<file path="config.mk">
export PLATFORM = sky130hd
export DESIGN_NAME = fifo_panic_gen
export DESIGN_NICKNAME = d
export VERILOG_FILES = /design/src/rtl/fpw_pkg.sv /design/src/rtl/fpw_fifo.sv /design/src/rtl/fpw_cfg.sv /design/src/rtl/fpw_hyst.sv /design/src/rtl/fifo_panic_gen.sv
export SDC_FILE = /design/constraint.sdc
export NUM_CORES = 1
export LEC_CHECK = 0
export BUFFER_PORTS_ARGS = -buffer_cell sky130_fd_sc_hd__buf_4
export CAP_MARGIN = 20
export CELL_PAD_IN_SITES_DETAIL_PLACEMENT = 0
export CELL_PAD_IN_SITES_GLOBAL_PLACEMENT = 1
export CORE_MARGIN = 8
export CORE_UTILIZATION = 45
export CTS_CLUSTER_DIAMETER = 80
export DETAILED_ROUTE_END_ITERATION = 16
export GPL_TIMING_DRIVEN = 0
export HOLD_SLACK_MARGIN = 0.05
export PLACE_DENSITY = 0.7
export SLEW_MARGIN = 40
export SYNTH_ARGS = -nofsm -noshare
export SYNTH_HDL_FRONTEND = slang
export SYNTH_HIERARCHICAL = 1
export SYNTH_SLANG_ARGS = --single-unit
export TNS_END_PERCENT = 10
</file>
<file path="constraint.sdc">
create_clock -name clk -period 2.1 [get_ports clk]
set_clock_uncertainty 0.15 [all_clocks]
set_input_delay 0.63 -clock clk [delete_from_list [all_inputs] [get_ports clk]]
set_output_delay 0.63 -clock clk [all_outputs]
set_load 0.03 [all_outputs]
</file>
<file path="src/rtl/fpw_pkg.sv">
package fpw_pkg;
  // width of one threshold field inside the threshold word
  localparam int TW = 8;

  typedef enum logic {
    CFG_THR  = 1'b0,
    CFG_CTRL = 1'b1
  } cfg_sel_e;

  // threshold word layout: high mark in the upper field, low mark in the lower
  typedef struct packed {
    logic [TW-1:0] hi;
    logic [TW-1:0] lo;
  } thr_word_t;
endpackage

</file>
<file path="src/rtl/fpw_fifo.sv">
module fpw_fifo #(
  parameter int DATA_W = 16,
  parameter int DEPTH  = 24,
  localparam int PW = (DEPTH > 1) ? $clog2(DEPTH) : 1,
  localparam int CW = $clog2(DEPTH + 1)
) (
  input  logic              clk,
  input  logic              rst_n,
  input  logic              wr_en,
  input  logic [DATA_W-1:0] wr_data,
  input  logic              rd_en,
  output logic [DATA_W-1:0] rd_data,
  output logic              full,
  output logic              empty,
  output logic [CW-1:0]     count
);
  logic [DATA_W-1:0] mem [DEPTH];
  logic [PW-1:0] wp_q, wp_n, rp_q, rp_n;
  logic [CW-1:0] cnt_q, cnt_n;
  logic wr_ok, rd_ok;

  assign full  = (cnt_q == CW'(DEPTH));
  assign empty = (cnt_q == '0);
  assign wr_ok = wr_en & ~full;
  assign rd_ok = rd_en & ~empty;

  function automatic logic [PW-1:0] bump(input logic [PW-1:0] p);
    return (p == PW'(DEPTH - 1)) ? '0 : p + 1'b1;
  endfunction

  always_comb begin
    wp_n  = wp_q;
    rp_n  = rp_q;
    cnt_n = cnt_q;
    if (wr_ok) wp_n = bump(wp_q);
    if (rd_ok) rp_n = bump(rp_q);
    case ({wr_ok, rd_ok})
      2'b10:   cnt_n = cnt_q + 1'b1;
      2'b01:   cnt_n = cnt_q - 1'b1;
      default: cnt_n = cnt_q;
    endcase
  end

  always_ff @(posedge clk or negedge rst_n) begin
    if (!rst_n) begin
      wp_q  <= '0;
      rp_q  <= '0;
      cnt_q <= '0;
    end else begin
      wp_q  <= wp_n;
      rp_q  <= rp_n;
      cnt_q <= cnt_n;
    end
  end

  // storage carries no reset; written only under its enable
  always_ff @(posedge clk) begin
    if (wr_ok) mem[wp_q] <= wr_data;
  end

  assign rd_data = mem[rp_q];
  assign count   = cnt_q;

  // a push into a full buffer without a pop leaves the count alone
  a_r10_no_overflow: assert property (@(posedge clk) disable iff (!rst_n)
    (full && wr_en && !rd_en) |=> (count == $past(count)));

  // the count never exceeds the depth
  a_r11_count_bound: assert property (@(posedge clk) disable iff (!rst_n)
    (count <= CW'(DEPTH)));

  // a pop from an empty buffer does not wrap the count
  a_r12_no_wrap: assert property (@(posedge clk) disable iff (!rst_n)
    (empty && rd_en && !wr_en) |=> (count == '0));
endmodule

</file>
<file path="src/rtl/fpw_cfg.sv">
module fpw_cfg
  import fpw_pkg::*;
#(
  parameter int DEPTH = 24,
  parameter int RANGE = 48,
  localparam int CW = $clog2(DEPTH + 1)
) (
  input  logic            clk,
  input  logic            rst_n,
  input  logic            we,
  input  logic            addr,
  input  logic [2*TW-1:0] wdata,
  input  logic            uf_evt,
  output logic            en,
  output logic [CW-1:0]   lo_cnt,
  output logic [CW-1:0]   hi_cnt,
  output logic            uf_flag
);
  localparam logic [TW-1:0] LO_DEF = TW'(RANGE / 3);
  localparam logic [TW-1:0] HI_DEF = TW'((2 * RANGE) / 3);

  thr_word_t thr_q, thr_n;
  logic en_q, en_n, uf_q, uf_n;
  logic thr_wr, ctl_wr, uf_clr;
  logic unused_ctrl_bits;

  assign thr_wr = we && (cfg_sel_e'(addr) == CFG_THR);
  assign ctl_wr = we && (cfg_sel_e'(addr) == CFG_CTRL);
  assign uf_clr = ctl_wr && wdata[1];
  assign unused_ctrl_bits = ^wdata[2*TW-1:2];

  always_comb begin
    thr_n = thr_q;
    en_n  = en_q;
    uf_n  = uf_q;
    if (thr_wr) thr_n = thr_word_t'(wdata);
    if (ctl_wr) en_n = wdata[0];
    if (uf_clr) uf_n = 1'b0;
    if (uf_evt) uf_n = 1'b1;
  end

  always_ff @(posedge clk or negedge rst_n) begin
    if (!rst_n) begin
      thr_q <= '{hi: HI_DEF, lo: LO_DEF};
      en_q  <= 1'b0;
      uf_q  <= 1'b0;
    end else begin
      thr_q <= thr_n;
      en_q  <= en_n;
      uf_q  <= uf_n;
    end
  end

  // scale a field onto the buffer depth, clamped to a full buffer
  function automatic logic [CW-1:0] to_cnt(input logic [TW-1:0] f);
    int unsigned v;
    v = (32'(f) * 32'(DEPTH)) / 32'(RANGE);
    if (v > 32'(DEPTH)) v = 32'(DEPTH);
    return CW'(v);
  endfunction

  assign lo_cnt  = to_cnt(thr_q.lo);
  assign hi_cnt  = to_cnt(thr_q.hi);
  assign en      = en_q;
  assign uf_flag = uf_q;

  // an underflow event always leaves the flag set
  a_r12_uf_set: assert property (@(posedge clk) disable iff (!rst_n)
    uf_evt |=> uf_flag);

  // without a clear the flag holds
  a_r12_uf_sticky: assert property (@(posedge clk) disable iff (!rst_n)
    (uf_flag && !uf_clr) |=> uf_flag);

  // scaled marks never pass the depth
  a_r2_marks_bound: assert property (@(posedge clk) disable iff (!rst_n)
    (lo_cnt <= CW'(DEPTH)) && (hi_cnt <= CW'(DEPTH)));
endmodule

</file>
<file path="src/rtl/fpw_hyst.sv">
module fpw_hyst #(
  parameter int CW = 5
) (
  input  logic          clk,
  input  logic          rst_n,
  input  logic          en,
  input  logic [CW-1:0] fill,
  input  logic [CW-1:0] lo_cnt,
  input  logic [CW-1:0] hi_cnt,
  output logic          panic
);
  logic st_q, st_n;
  logic below_lo, at_hi;

  assign below_lo = (fill < lo_cnt);
  assign at_hi    = (fill >= hi_cnt);

  always_comb begin
    st_n = st_q;
    if (!en)          st_n = 1'b0;
    else if (below_lo) st_n = 1'b1;
    else if (at_hi)    st_n = 1'b0;
  end

  always_ff @(posedge clk or negedge rst_n) begin
    if (!rst_n) st_q <= 1'b0;
    else        st_q <= st_n;
  end

  assign panic = en & st_q;

  // a disabled block never requests priority
  a_r7_disable_low: assert property (@(posedge clk) disable iff (!rst_n)
    !en |-> !panic);

  // a fill below the low mark raises the request next cycle
  a_r3_raise_low: assert property (@(posedge clk) disable iff (!rst_n)
    (en && below_lo) |=> st_q);

  // reaching the high mark drops the request next cycle
  a_r4_release_high: assert property (@(posedge clk) disable iff (!rst_n)
    (en && at_hi && !below_lo) |=> !st_q);

  // inside the band the state holds
  a_r5_hold_band: assert property (@(posedge clk) disable iff (!rst_n)
    (en && !below_lo && !at_hi) |=> (st_q == $past(st_q)));
endmodule

</file>
<file path="src/rtl/fifo_panic_gen.sv">
module fifo_panic_gen
  import fpw_pkg::*;
#(
  parameter int DATA_W = 16,
  parameter int DEPTH  = 24,
  parameter int RANGE  = 48,
  localparam int CW = $clog2(DEPTH + 1)
) (
  input  logic              clk,
  input  logic              rst_n,
  input  logic              cfg_we,
  input  logic              cfg_addr,
  input  logic [2*TW-1:0]   cfg_wdata,
  input  logic              wr_en,
  input  logic [DATA_W-1:0] wr_data,
  output logic              full,
  input  logic              rd_en,
  output logic [DATA_W-1:0] rd_data,
  output logic              empty,
  output logic [CW-1:0]     fill_level,
  output logic              panic,
  output logic              underflow
);
  logic [1:0] rst_sync_q;
  logic rst_ni;
  logic en;
  logic [CW-1:0] lo_cnt, hi_cnt;
  logic uf_evt;

  // asynchronous assertion, synchronous release
  always_ff @(posedge clk or negedge rst_n) begin
    if (!rst_n) rst_sync_q <= 2'b00;
    else        rst_sync_q <= {rst_sync_q[0], 1'b1};
  end
  assign rst_ni = rst_sync_q[1];

  fpw_fifo #(.DATA_W(DATA_W), .DEPTH(DEPTH)) u_fifo (
    .clk     (clk),
    .rst_n   (rst_ni),
    .wr_en   (wr_en),
    .wr_data (wr_data),
    .rd_en   (rd_en),
    .rd_data (rd_data),
    .full    (full),
    .empty   (empty),
    .count   (fill_level)
  );

  assign uf_evt = rd_en & empty;

  fpw_cfg #(.DEPTH(DEPTH), .RANGE(RANGE)) u_cfg (
    .clk     (clk),
    .rst_n   (rst_ni),
    .we      (cfg_we),
    .addr    (cfg_addr),
    .wdata   (cfg_wdata),
    .uf_evt  (uf_evt),
    .en      (en),
    .lo_cnt  (lo_cnt),
    .hi_cnt  (hi_cnt),
    .uf_flag (underflow)
  );

  fpw_hyst #(.CW(CW)) u_hyst (
    .clk    (clk),
    .rst_n  (rst_ni),
    .en     (en),
    .fill   (fill_level),
    .lo_cnt (lo_cnt),
    .hi_cnt (hi_cnt),
    .panic  (panic)
  );

  // while held in reset the request and the flag stay low
  a_r1_reset_quiet: assert property (@(posedge clk)
    !rst_ni |=> (!panic && !underflow));
endmodule

</file>
==> results.json <==
{
  "yosysWarnings": 6,
  "slew_headroom_pct": 46.6,
  "root_buffer": "clkbuf_16",
  "intPower_mw": 22.8,
  "critical_path_class": "register to register",
  "pwr-share-seq_pct": 28.3,
  "coreArea_um2": 40800,
  "synth.most_common_cell": "edfxtp_1",
  "drt_iter0_drc": 828,
  "die_w_um": 220,
  "yosys.area_share.simple_pct": 5.36,
  "clk_path_buf_depth": 3,
  "grt_pass1_vias": 10751,
  "wl_met1_um": 20000,
  "combPwrFrac_pct": 51.2,
  "rsz0062_at_grt": "yes",
  "synth_compound_area_share_pct": 7.79,
  "syn_area_per_cell_um2": 16.9,
  "cpPeakStageDelay_ns": 0.58,
  "setup_violations": 334,
  "grt_pass1_wl_um": 66000,
  "fmax_ghz": 0.204,
  "grt_max_degree": 25,
  "netSwitchingPower_mw": 13.3,
  "ir_drop_uv": 738,
  "clkPwrFrac_pct": 20.5,
  "syn_nets": 1185,
  "wl_um": 44200,
  "hold_violations": 0,
  "hold_class": "register to asynchronous set/reset pin",
  "synth_common_cells": "edfxtp_1, mux4_2, nor2_1",
  "place_hpwl_um": 28400,
  "grt_usage_pct": 18.1,
  "min_period_over_period_pct": 233,
  "cts.sinks": 420,
  "crit_required_ns": 2.41,
  "synthAdderAreaFrac_pct": 3.06,
  "synth_xor_area_share_pct": 0.940,
  "worstMarginPinSlew_ns": 0.795,
  "setup_ws_ns": -2.80,
  "synth_top_family_by_area": "multiplexers",
  "r2r_start": "u_cfg/thr_q[4]",
  "synthCells": 1104,
  "antenna_left": 0,
  "critPathLaunch": "u_cfg/thr_q[4]",
  "crit_chain": "ha_4 > a21o_1 > a2111oi_4 > mux2i_2 > nand2_2 > inv_2 > ha_4 > nand2b_4 > a211oi_2 > a211oi_2 > o211ai_1 > a22oi_2 > buf_4 > o311a_4 > a31oi_4 > nor2_4 > o2111ai_2 > o21ba_4 > inv_1 > ha_1 > a21oi_1 > a21oi_2 > o32ai_2",
  "wl_met3_um": 1990,
  "p_sw_share_pct": 36.9,
  "ys.flop_type": "edfxtp_1",
  "routabilityCongestion": 0.774,
  "synthTopCellsByArea": "edfxtp_1, mux4_2, dfrtp_1",
  "synth_seq_area_share_pct": 66.7,
  "synth_edf_count": 384,
  "final_nets": 1383,
  "placementRows": 74,
  "crit_end": "u_hyst/st_q",
  "synth-async-reset-ratio_pct": 8.57,
  "drc": 0,
  "grt-ovfl-total": 0,
  "ios": 63,
  "synth_top_area_share_pct": 61.9,
  "worstPathArrival_ns": 5.21,
  "top_layer": "met4",
  "r2r_slack_ns": -2.80,
  "ys_ff_latch": 420,
  "synth_cell_types": 88,
  "r2r-end": "u_hyst/st_q",
  "firstDrtPassIters": 5,
  "path_max_fanout": 7,
  "wl_met2_um": 21600,
  "whs_ns": 0.0985,
  "avgViaCountPerCell": 5.81,
  "path_buf_inv": 3,
  "vias": 10832,
  "port_buffers": 62,
  "drive_gt1_share_pct": 44.6,
  "yosys.area.top_type": "edfxtp_1",
  "violations": "negative setup slack",
  "power_density_nw_per_um2": 1490,
  "syn-cell-area_um2": 18600,
  "postPlaceCellArea_um2": 20900,
  "clkTransAtPathRegs_ns": 0.06,
  "leakagePower_nw": 8.15,
  "crit_family": "compound AO/OA/AOI/OAI gates",
  "cap_viol_max_count": 0,
  "cts_htree_levels": 2,
  "start_util_pct": 45.6,
  "design_area_um2": 24300,
  "clk_latency_ns": 0.55,
  "cts_tree": "yes",
  "die_area_um2": 48200,
  "outcome": "finished, violations left",
  "grt_antenna_before_repair": 0,
  "end_kind": "register",
  "area_delta_synth_final_pct": 30.3,
  "cp.depth": 23,
  "reg2reg_depth": 23,
  "die_h_um": 220,
  "slowest_stage": "dfstp_2",
  "muxShareOfSynthArea_pct": 14.1,
  "layout_min_cycle_time_ns": 4.90,
  "critical_path.startpoint_type": "register",
  "n_antenna_cell": 0,
  "avgRoutedWirePerCell_um": 23.7,
  "cts_made_buffers": 43,
  "slew_violations": 0
}
layout make-up:
cell class,count,area [µm²]
Clock inverter,28,256
Tap cell,532,666
Fill cell,2966,16500
Multi-Input combinational cell,602,7400
Sequential cell,420,12400
Buffer,45,564
Clock buffer,48,1090
Inverter,34,140
Timing Repair Buffer,156,1720
what timing repair did:
| item | CTS | global route |
|---|---|---|
| hold buffers | 2 | 0 |
| setup endpoints to repair | 411 | 390 |
| resized for setup | 183 | 71 |
| hold endpoints to repair | 13 | 0 |
| buffers inserted | 41 | 31 |
| pin swaps | 82 | 62 |
| gates cloned | 6 | 2 |
state kept, by name (all words and copies together), names as in the netlist:
signal / flops
rst_sync_q: 2
u_cfg/uf_flag: 1
u_fifo/wp_q: 5
u_cfg/thr_q: 16
u_cfg/en: 1
u_fifo/rp_q: 5
u_hyst/st_q: 1
u_fifo/mem: 384
u_fifo/count: 5
how the worst min path moves through the flow:
stage                           to  slack [ns]
floorplan            rst_sync_q[0]        0.18
global placement     rst_sync_q[1]        0.19
detailed placement  u_cfg/thr_q[6]        0.03
CTS                 u_cfg/thr_q[6]         0.1
global route        u_cfg/thr_q[7]        0.12
finish              u_cfg/thr_q[7]         0.1
per-stage QoR:
step	setup WS [ns]	TNS (ns)	std cells	util, %	total power [mW]
floorplan	-2.60	-111.04	1104	-	20.9
global placement	-3.38	-355.91	1698	50.2	24.4
detailed placement	-3.31	-157.10	1712	51.3	24.8
CTS	-2.78	-76.33	1834	58.0	35.3
global route	-2.97	-72.76	1865	59.5	37.8
finish	-2.80	-57.60	1865	59.5	36.1
placed cells by master, fill, tap and decap left out, types with 8 or more instances in the layout:
cell type and count:
a211oi_4 17, a21o_1 13, a21oi_1 24, buf_12 22, buf_16 10, buf_4 94, buf_6 46, buf_8 11
clkbuf_1 8, clkbuf_16 45, clkinv_1 11, dfrtp_1 22, dfrtp_2 12, edfxtp_1 384, ha_1 29, ha_4 10
inv_1 27, mux2_2 15, mux2i_4 16, mux4_2 96, nand2_1 37, nand3_1 12, nor2_1 27, nor2_4 29
nor3_1 13, o21ai_0 21, o22ai_2 17, o22ai_4 16, xnor2_1 11
per-layer routing:
metal	global-route usage [%]	vias to the layer above
met5	0	-
met4	4.05	0
met3	3.06	49
met2	28.9	253
met1	25.8	5648
li1	-	4882
power groups by stage:
stage                     clock (mW)  sequential [mW]  combinational [mW]
after floorplan                    0             10.4                10.5
after global placement             0             10.4                14.0
after detailed placement           0             10.4                14.4
after CTS                       7.59             10.2                17.5
after global routing            7.88             10.3                19.6
final                           7.42             10.2                18.5
logic make-up after synthesis:
group | count (synthesis)
flops | 420
compound gates | 202
simple gates | 196
mux | 139
buf+inv | 82
fa+ha+maj | 44
xor+xnor | 20
other cells | 1
worst register-to-register path, delay by kind of cell (launching register included):
family | cells | cell delay [ns]
flops | 1 | 0.58
compound gates | 13 | 2.43
buf+inv | 3 | 0.25
fa+ha+maj | 3 | 0.81
simple gates | 3 | 0.45
mux | 1 | 0.14
(Power assumes the default switching activity.)
